<file path="config.mk">
export PLATFORM = sky130hd
export DESIGN_NAME = evtCounterBank
export DESIGN_NICKNAME = d
export VERILOG_FILES = /design/src/rtl/evtBankPkg.sv /design/src/rtl/evtBankData.sv /design/src/rtl/evtBankCtrl.sv /design/src/rtl/evtCounterBank.sv
export SDC_FILE = /design/constraint.sdc
export NUM_CORES = 2
export LEC_CHECK = 0
export BUFFER_PORTS_ARGS = -buffer_cell sky130_fd_sc_hd__buf_2
export CORE_MARGIN = 3
export CORE_UTILIZATION = 50
export CTS_CLUSTER_DIAMETER = 150
export CTS_CLUSTER_SIZE = 20
export DETAILED_ROUTE_END_ITERATION = 8
export PLACE_DENSITY = 0.74
export SYNTH_ARGS = -nofsm -noshare
export SYNTH_HDL_FRONTEND = slang
export SYNTH_SLANG_ARGS = --single-unit
</file>
<file path="constraint.sdc">
create_clock -name clk -period 4.5 [get_ports clk]
set_input_delay 0.675 -clock clk [delete_from_list [all_inputs] [get_ports clk]]
set_output_delay 0.675 -clock clk [all_outputs]
set_load 0.02 [all_outputs]
</file>
<file path="src/rtl/evtBankPkg.sv">
package evtBankPkg;
  localparam int NUM_CNT     = 8;
  localparam int CNT_W       = 48;
  localparam int SEL_W       = 8;
  localparam int BUS_W       = 32;
  localparam int ADDR_W      = 12;
  localparam int SEL_PER_REG = BUS_W / SEL_W;
  localparam int NUM_SEL     = NUM_CNT / SEL_PER_REG;
  localparam int HI_W        = CNT_W - BUS_W;
  localparam int CIDX_W      = (NUM_CNT > 1) ? $clog2(NUM_CNT) : 1;
  localparam int SIDX_W      = (NUM_SEL > 1) ? $clog2(NUM_SEL) : 1;
  localparam int RUN_BIT     = 16;

  localparam logic [SEL_W-1:0]  SEL_NONE = '1;
  localparam logic [ADDR_W-1:0] ADR_CTRL = 12'h000;
  localparam logic [ADDR_W-1:0] ADR_EN   = 12'h004;
  localparam logic [ADDR_W-1:0] ADR_MASK = 12'h008;
  localparam logic [ADDR_W-1:0] ADR_STAT = 12'h00C;
  localparam logic [ADDR_W-1:0] ADR_CLR  = 12'h010;
  localparam logic [ADDR_W-1:0] ADR_VER  = 12'h014;
  localparam logic [ADDR_W-1:0] ADR_SEL  = 12'h020;
  localparam logic [ADDR_W-1:0] ADR_CNT  = 12'h100;

  // strobes from control to counter datapath
  typedef struct packed {
    logic [NUM_CNT-1:0] wrLo;
    logic [NUM_CNT-1:0] wrHi;
    logic [BUS_W-1:0]   wrData;
    logic [NUM_CNT-1:0] gate;
  } cntCmd_t;
endpackage

</file>
<file path="src/rtl/evtBankData.sv">
module evtBankData
  import evtBankPkg::*;
#(
  parameter int NUM_EVT = 256
) (
  input  logic                     clk,
  input  logic                     rstN,
  input  cntCmd_t                  cmd,
  input  logic [NUM_CNT*SEL_W-1:0] selFlat,
  input  logic [NUM_EVT-1:0]       evtIn,
  output logic [NUM_CNT*CNT_W-1:0] cntFlat,
  output logic [NUM_CNT-1:0]       ovfPulse
);
  for (genvar g = 0; g < NUM_CNT; g++) begin : gCnt
    logic [SEL_W-1:0] code;
    logic [CNT_W-1:0] cnt;
    logic             hit;
    logic             bump;
    logic             swWr;

    assign code = selFlat[g*SEL_W +: SEL_W];
    assign hit  = (int'(code) < NUM_EVT) ? evtIn[code] : 1'b0;
    assign bump = cmd.gate[g] && (code != SEL_NONE) && hit;
    assign swWr = cmd.wrLo[g] || cmd.wrHi[g];

    always_ff @(posedge clk or negedge rstN) begin
      if (!rstN) begin
        cnt <= '0;
      end else if (cmd.wrLo[g]) begin
        cnt[BUS_W-1:0] <= cmd.wrData;
      end else if (cmd.wrHi[g]) begin
        cnt[CNT_W-1:BUS_W] <= cmd.wrData[HI_W-1:0];
      end else if (bump) begin
        cnt <= cnt + 1'b1;
      end
    end

    // wrap occurs only from a real increment, never on a write cycle
    assign ovfPulse[g] = bump && !swWr && (&cnt);
    assign cntFlat[g*CNT_W +: CNT_W] = cnt;
  end
endmodule

</file>
<file path="src/rtl/evtBankCtrl.sv">
module evtBankCtrl
  import evtBankPkg::*;
#(
  parameter logic [BUS_W-1:0] VERSION = 32'h0001_0100
) (
  input  logic                     clk,
  input  logic                     rstN,
  input  logic [ADDR_W-1:0]        regAddr,
  input  logic                     regWrEn,
  input  logic [BUS_W-1:0]         regWrData,
  output logic [BUS_W-1:0]         regRdData,
  input  logic [NUM_CNT*CNT_W-1:0] cntFlat,
  input  logic [NUM_CNT-1:0]       ovfPulse,
  output cntCmd_t                  cmd,
  output logic [NUM_CNT*SEL_W-1:0] selFlat,
  output logic [NUM_CNT-1:0]       intStatus,
  output logic [NUM_CNT-1:0]       intMask,
  output logic                     globalEn
);
  logic [NUM_CNT-1:0] cntEn;
  logic [BUS_W-1:0]   selReg [NUM_SEL];
  logic [CNT_W-1:0]   cntArr [NUM_CNT];

  logic              hitCnt, slotOk, hitSel, selOk;
  logic [4:0]        slot;
  logic [CIDX_W-1:0] slotIdx;
  logic [1:0]        selIdx;
  logic [NUM_CNT-1:0] clrBits;

  assign hitCnt  = regAddr[ADDR_W-1:8] == ADR_CNT[ADDR_W-1:8];
  assign slot    = regAddr[7:3];
  assign slotOk  = int'(slot) < NUM_CNT;
  assign slotIdx = slot[CIDX_W-1:0];
  assign hitSel  = (regAddr[ADDR_W-1:4] == ADR_SEL[ADDR_W-1:4]) && (regAddr[1:0] == 2'b00);
  assign selIdx  = regAddr[3:2];
  assign selOk   = int'(selIdx) < NUM_SEL;
  assign clrBits = (regWrEn && regAddr == ADR_CLR) ? regWrData[NUM_CNT-1:0] : '0;

  for (genvar g = 0; g < NUM_CNT; g++) begin : gStrobe
    assign cmd.wrLo[g] = regWrEn && hitCnt && (int'(slot) == g) && !regAddr[2];
    assign cmd.wrHi[g] = regWrEn && hitCnt && (int'(slot) == g) &&  regAddr[2];
    assign cntArr[g]   = cntFlat[g*CNT_W +: CNT_W];
  end
  assign cmd.wrData = regWrData;
  assign cmd.gate   = globalEn ? cntEn : '0;

  for (genvar k = 0; k < NUM_SEL; k++) begin : gSelOut
    assign selFlat[k*BUS_W +: BUS_W] = selReg[k];
  end

  always_ff @(posedge clk or negedge rstN) begin
    if (!rstN) begin
      globalEn  <= 1'b0;
      cntEn     <= '0;
      intMask   <= '1;
      intStatus <= '0;
      for (int k = 0; k < NUM_SEL; k++) selReg[k] <= '1;
    end else begin
      intStatus <= (intStatus & ~clrBits) | ovfPulse;
      if (regWrEn) begin
        if (regAddr == ADR_CTRL) globalEn <= regWrData[RUN_BIT];
        if (regAddr == ADR_EN)   cntEn    <= regWrData[NUM_CNT-1:0];
        if (regAddr == ADR_MASK) intMask  <= regWrData[NUM_CNT-1:0];
        for (int k = 0; k < NUM_SEL; k++) begin
          if (hitSel && selOk && int'(selIdx) == k) selReg[k] <= regWrData;
        end
      end
    end
  end

  always_comb begin
    regRdData = '0;
    if (hitCnt) begin
      if (slotOk) begin
        regRdData = regAddr[2] ? BUS_W'(cntArr[slotIdx][CNT_W-1:BUS_W])
                               : cntArr[slotIdx][BUS_W-1:0];
      end
    end else if (hitSel) begin
      if (selOk) regRdData = selReg[selIdx[SIDX_W-1:0]];
    end else begin
      case (regAddr)
        ADR_CTRL: regRdData[RUN_BIT] = globalEn;
        ADR_EN:   regRdData[NUM_CNT-1:0] = cntEn;
        ADR_MASK: regRdData[NUM_CNT-1:0] = intMask;
        ADR_STAT: regRdData[NUM_CNT-1:0] = intStatus;
        ADR_VER:  regRdData = VERSION;
        default:  regRdData = '0;
      endcase
    end
  end
endmodule

</file>
<file path="src/rtl/evtCounterBank.sv">
module evtCounterBank
  import evtBankPkg::*;
#(
  parameter int                NUM_EVT = 256,
  parameter logic [BUS_W-1:0]  VERSION = 32'h0001_0100
) (
  input  logic              clk,
  input  logic              rstN,
  input  logic [ADDR_W-1:0] regAddr,
  input  logic              regWrEn,
  input  logic [BUS_W-1:0]  regWrData,
  output logic [BUS_W-1:0]  regRdData,
  input  logic [NUM_EVT-1:0] evtIn,
  output logic              irqOut
);
  cntCmd_t                  cmd;
  logic [NUM_CNT*SEL_W-1:0] selFlat;
  logic [NUM_CNT*CNT_W-1:0] cntFlat;
  logic [NUM_CNT-1:0]       ovfPulse;
  logic [NUM_CNT-1:0]       intStatus;
  logic [NUM_CNT-1:0]       intMask;
  logic                     globalEn;

  evtBankCtrl #(.VERSION(VERSION)) u_ctrl (
    .clk(clk), .rstN(rstN), .regAddr(regAddr), .regWrEn(regWrEn),
    .regWrData(regWrData), .regRdData(regRdData), .cntFlat(cntFlat),
    .ovfPulse(ovfPulse), .cmd(cmd), .selFlat(selFlat),
    .intStatus(intStatus), .intMask(intMask), .globalEn(globalEn)
  );

  evtBankData #(.NUM_EVT(NUM_EVT)) u_data (
    .clk(clk), .rstN(rstN), .cmd(cmd), .selFlat(selFlat),
    .evtIn(evtIn), .cntFlat(cntFlat), .ovfPulse(ovfPulse)
  );

  assign irqOut = |(intStatus & ~intMask);
endmodule

</file>
==> flow_summary.yaml <==
clocking:
  cts_tree: "done"
  cts_max_level: 1
  clock_sinks: 473
  tritoncts.num_buffers: 27
  cts_buffer_depth: 3
  clk_latency_ns: 0.64
  clk_pin_slew_ns: 0.09
  cts-root-buf: "clkbuf_16"
sta:
  worst_pin_slew_ns: 1.54
  period_share_pct: 102
  max_freq_mhz: 218
  finalWorstSetupSlack_ns: -0.0932
  slew_headroom_pct: -2.83
  finalSetupViolations: 4
  slew_violations: 4
  rsz0062_at_grt: "false"
  final_hold_viol_count: 0
  min_period_ns: 4.59
  fin_skew_ns: 0.0418
detailed_routing:
  ant_nets: 0
  route.detailed.drc: 0
  routed_wl_microns: 228000
  drt-pass1-iter-count: 9
  drt_iter0_markers: 9835
  vias: 50088
  wl_per_cell_microns: 36.5
  viasPerCell: 8.01
placed_design:
  pre_cts_slack_ns: 0.0396
  dpl.hpwl_microns: 165000
  gp_congestion: 1.13
  io_buffer_count: 335
yosys:
  netlist_instances: 4756
  ys_ff_latch: 473
  synth.top_cell.area_share_pct: 29.8
  synthXorXnorAreaFrac_pct: 0.490
  ys_top_cells_by_area: "mux4_2 (30%), dfrtp_1 (21%), mux2i_1 (4.3%)"
  synthMuxAreaShare_pct: 37.0
  yosysMostFrequentCell: "mux4_2"
  yosys.area_share.simple_pct: 17.4
  synth-warning-count: 0
  synth_compound_area_share_pct: 15.3
  synth-edff-count: 0
  yosys.area.top_type: "mux4_2"
  async_flop_share_pct: 100
  ys_types: 96
  ys.flop_type: "dfrtp_1"
  synth_area_sq_mm: 0.0482
  avgSynthCellArea_sq_um: 10.1
  synth_common_cells: "mux4_2 (638), nand2_1 (543), dfrtp_1 (401), o21ai_0 (276), nor2_1 (275)"
  synth-adder-area-share_pct: 0.208
  synth_top_family_by_area: "multiplexers"
  yosysSeqAreaShare_pct: 24.7
  synth_nets: 5067
die:
  fp-row-count: 113
  die_area_sq_mm: 0.100
  initial_utilization_pct: 50.6
  ios: 336
  core-area_sq_mm: 0.0953
  fp.dieH_microns: 317
  die_x_microns: 317
worst_setup_path:
  crit_start: "u_ctrl.selFlat[33]"
  cp-end-kind: "flop"
  crit_required_ns: 5.00
  cpPeakStageDelay_ns: 0.96
  critPathBufInv: 4
  path_common_cell: "buf_12"
  critical_path.cell_chain: "buf_12, nand3b_1, o22ai_1, a211oi_1, a221o_1, a22oi_1, a22oi_2, buf_12, clkinv_1, buf_4, nand4_1, o311ai_0"
  arrival_ns: 5.09
  rr_worst_depth: 12
  worst_path_max_delay_cell: "dfstp_4"
  r2r_end: "u_data.gCnt[4].cnt[21]"
  reg2reg_slack_ns: -0.09
  cp-endpoint: "u_data.gCnt[4].cnt[21]"
  crit_fanout: 33
  start_kind: "flop"
  criticalPathCategory: "reg -> reg"
  r2r_start: "u_ctrl.selFlat[33]"
  cp.depth: 12
  path_delay_family: "compound AO/OA/AOI/OAI gates"
run_status:
  status: "finished, violations left"
  violations: "max-capacitance violations, max-slew violations, negative setup slack"
global_routing:
  grt_pass1_vias: 46997
  antenna_found_initial: 24
  grt_usage_pct: 44.5
  grt_max_degree: 117
  grt_pass1_wl_microns: 327000
  overflow: 0
finish:
  drive_gt1_share_pct: 31.0
  final_nets: 5261
  area_growth_pct: 9.94
  fillers: 8236
  final_util_pct: 55.6
power:
  ir_drop_mv: 0.310
  power.leakage_nw: 19.1
  cellPowerDensity_mw_per_mm2: 171
worst_hold_path:
  hp-class: "in -> async"
flow_run:
  max_cap_violations: 1
-- final cells by class --
class                           count  area, sq um  share of cell area, %
Multi-Input combinational cell   3775        34100                   64.3
Timing Repair Buffer              588         4250                   8.02
Tap cell                         1265         1580                   2.98
Inverter                           85          319                  0.602
Sequential cell                   473        12000                   22.6
Clock inverter                      2         17.5                 0.0330
Antenna cell                       19         47.5                 0.0897
Clock buffer                       48          754                   1.42
-- report_power, final --
part	internal [W]	switching (W)	leakage (nW)
logic	0.000727	0.00110	12.8
clock network	0.00115	0.00162	0.367
registers	0.00433	0.000156	5.93
-- metal layers --
| metal | up-vias | track usage, % | wire length (microns) |
|---|---|---|---|
| li1 | 19422 | - | - |
| met1 | 24163 | 53.6 | 72500 |
| met2 | 5149 | 61.6 | 91100 |
| met3 | 1344 | 20.7 | 40800 |
| met4 | 10 | 33.5 | 23700 |
| met5 | - | 1.55 | 204 |
-- flip-flops by register name (all words and copies together) (netlist names) --
register,flops
u_ctrl.intStatus,8
u_ctrl.cntEn,8
u_ctrl.selFlat,64
u_ctrl.intMask,8
u_ctrl.globalEn,1
u_data.gCnt.cnt,384
-- logic make-up after synthesis --
logic type | Yosys count
AND/OR/NAND/NOR | 1697
XOR/XNOR | 27
adder cells (fa/ha/maj) | 8
AO/OA/AOI/OAI | 1073
flip-flops | 473
multiplexers | 970
buffers and inverters | 508
-- cells in the final DEF (no fill, tap or decap), types with 27 or more instances in the layout --
cell type  count
mux4_2       638
nand2_1      543
dfrtp_1      401
buf_2        331
o21ai_0      276
nor2_1       270
nand3_1      213
mux2i_1      206
buf_4        200
a21oi_1      195
mux2_2       124
a221o_1      111
nor3_1       102
and3_1        95
inv_1         80
nand4_1       76
nor2b_1       63
nor4_1        59
dfstp_2       59
o311ai_0      53
nor3b_1       52
buf_12        51
o31ai_1       44
a31oi_1       43
a21o_1        40
and2_1        35
o22ai_1       32
o211ai_1      32
or2_2         31
a22oi_1       30
or3_1         30
or4_1         28
clkbuf_16     27
-- repair_timing --
| item | 4_1_cts | 5_1_grt |
|---|---|---|
| hold buffers | 0 | 0 |
| resized for setup | 0 | 9 |
| buffers inserted | 0 | 2 |
| endpoints found under the setup margin | 0 | 115 |
-- worst min-delay path by stage --
stage	start	endpoint	slack [ns]	cells after the start
after global placement	u_ctrl.intMask[1]	u_ctrl.intMask[1]	0.48	2
final	rstN	u_data.gCnt[6].cnt[12]	0.11	1
after detailed placement	u_ctrl.intMask[1]	u_ctrl.intMask[1]	0.50	2
after global routing	rstN	u_data.gCnt[6].cnt[12]	0.21	1
after CTS	rstN	u_data.gCnt[6].cnt[12]	0.20	1
after floorplan	rstN	u_ctrl.cntEn[0]	0.38	0
-- stage by stage --
| stage | power, W | std cells | instance area (sq um) | setup TNS, ns | hold WS, ns |
|---|---|---|---|---|---|
| 2_1_floorplan | 0.00535 | 4756 | 48200 | 0 | 0.379 |
| 3_3_place_gp | 0.00624 | 6184 | 52100 | 0 | 0.478 |
| 3_5_place_dp | 0.00627 | 6184 | 52100 | 0 | 0.500 |
| 4_1_cts | 0.00894 | 6234 | 52900 | 0 | 0.199 |
| 5_1_grt | 0.00924 | 6241 | 53000 | 0 | 0.207 |
| 6_report | 0.00908 | 6255 | 53000 | -0.296 | 0.115 |
Power figures use the tool's default switching activity.
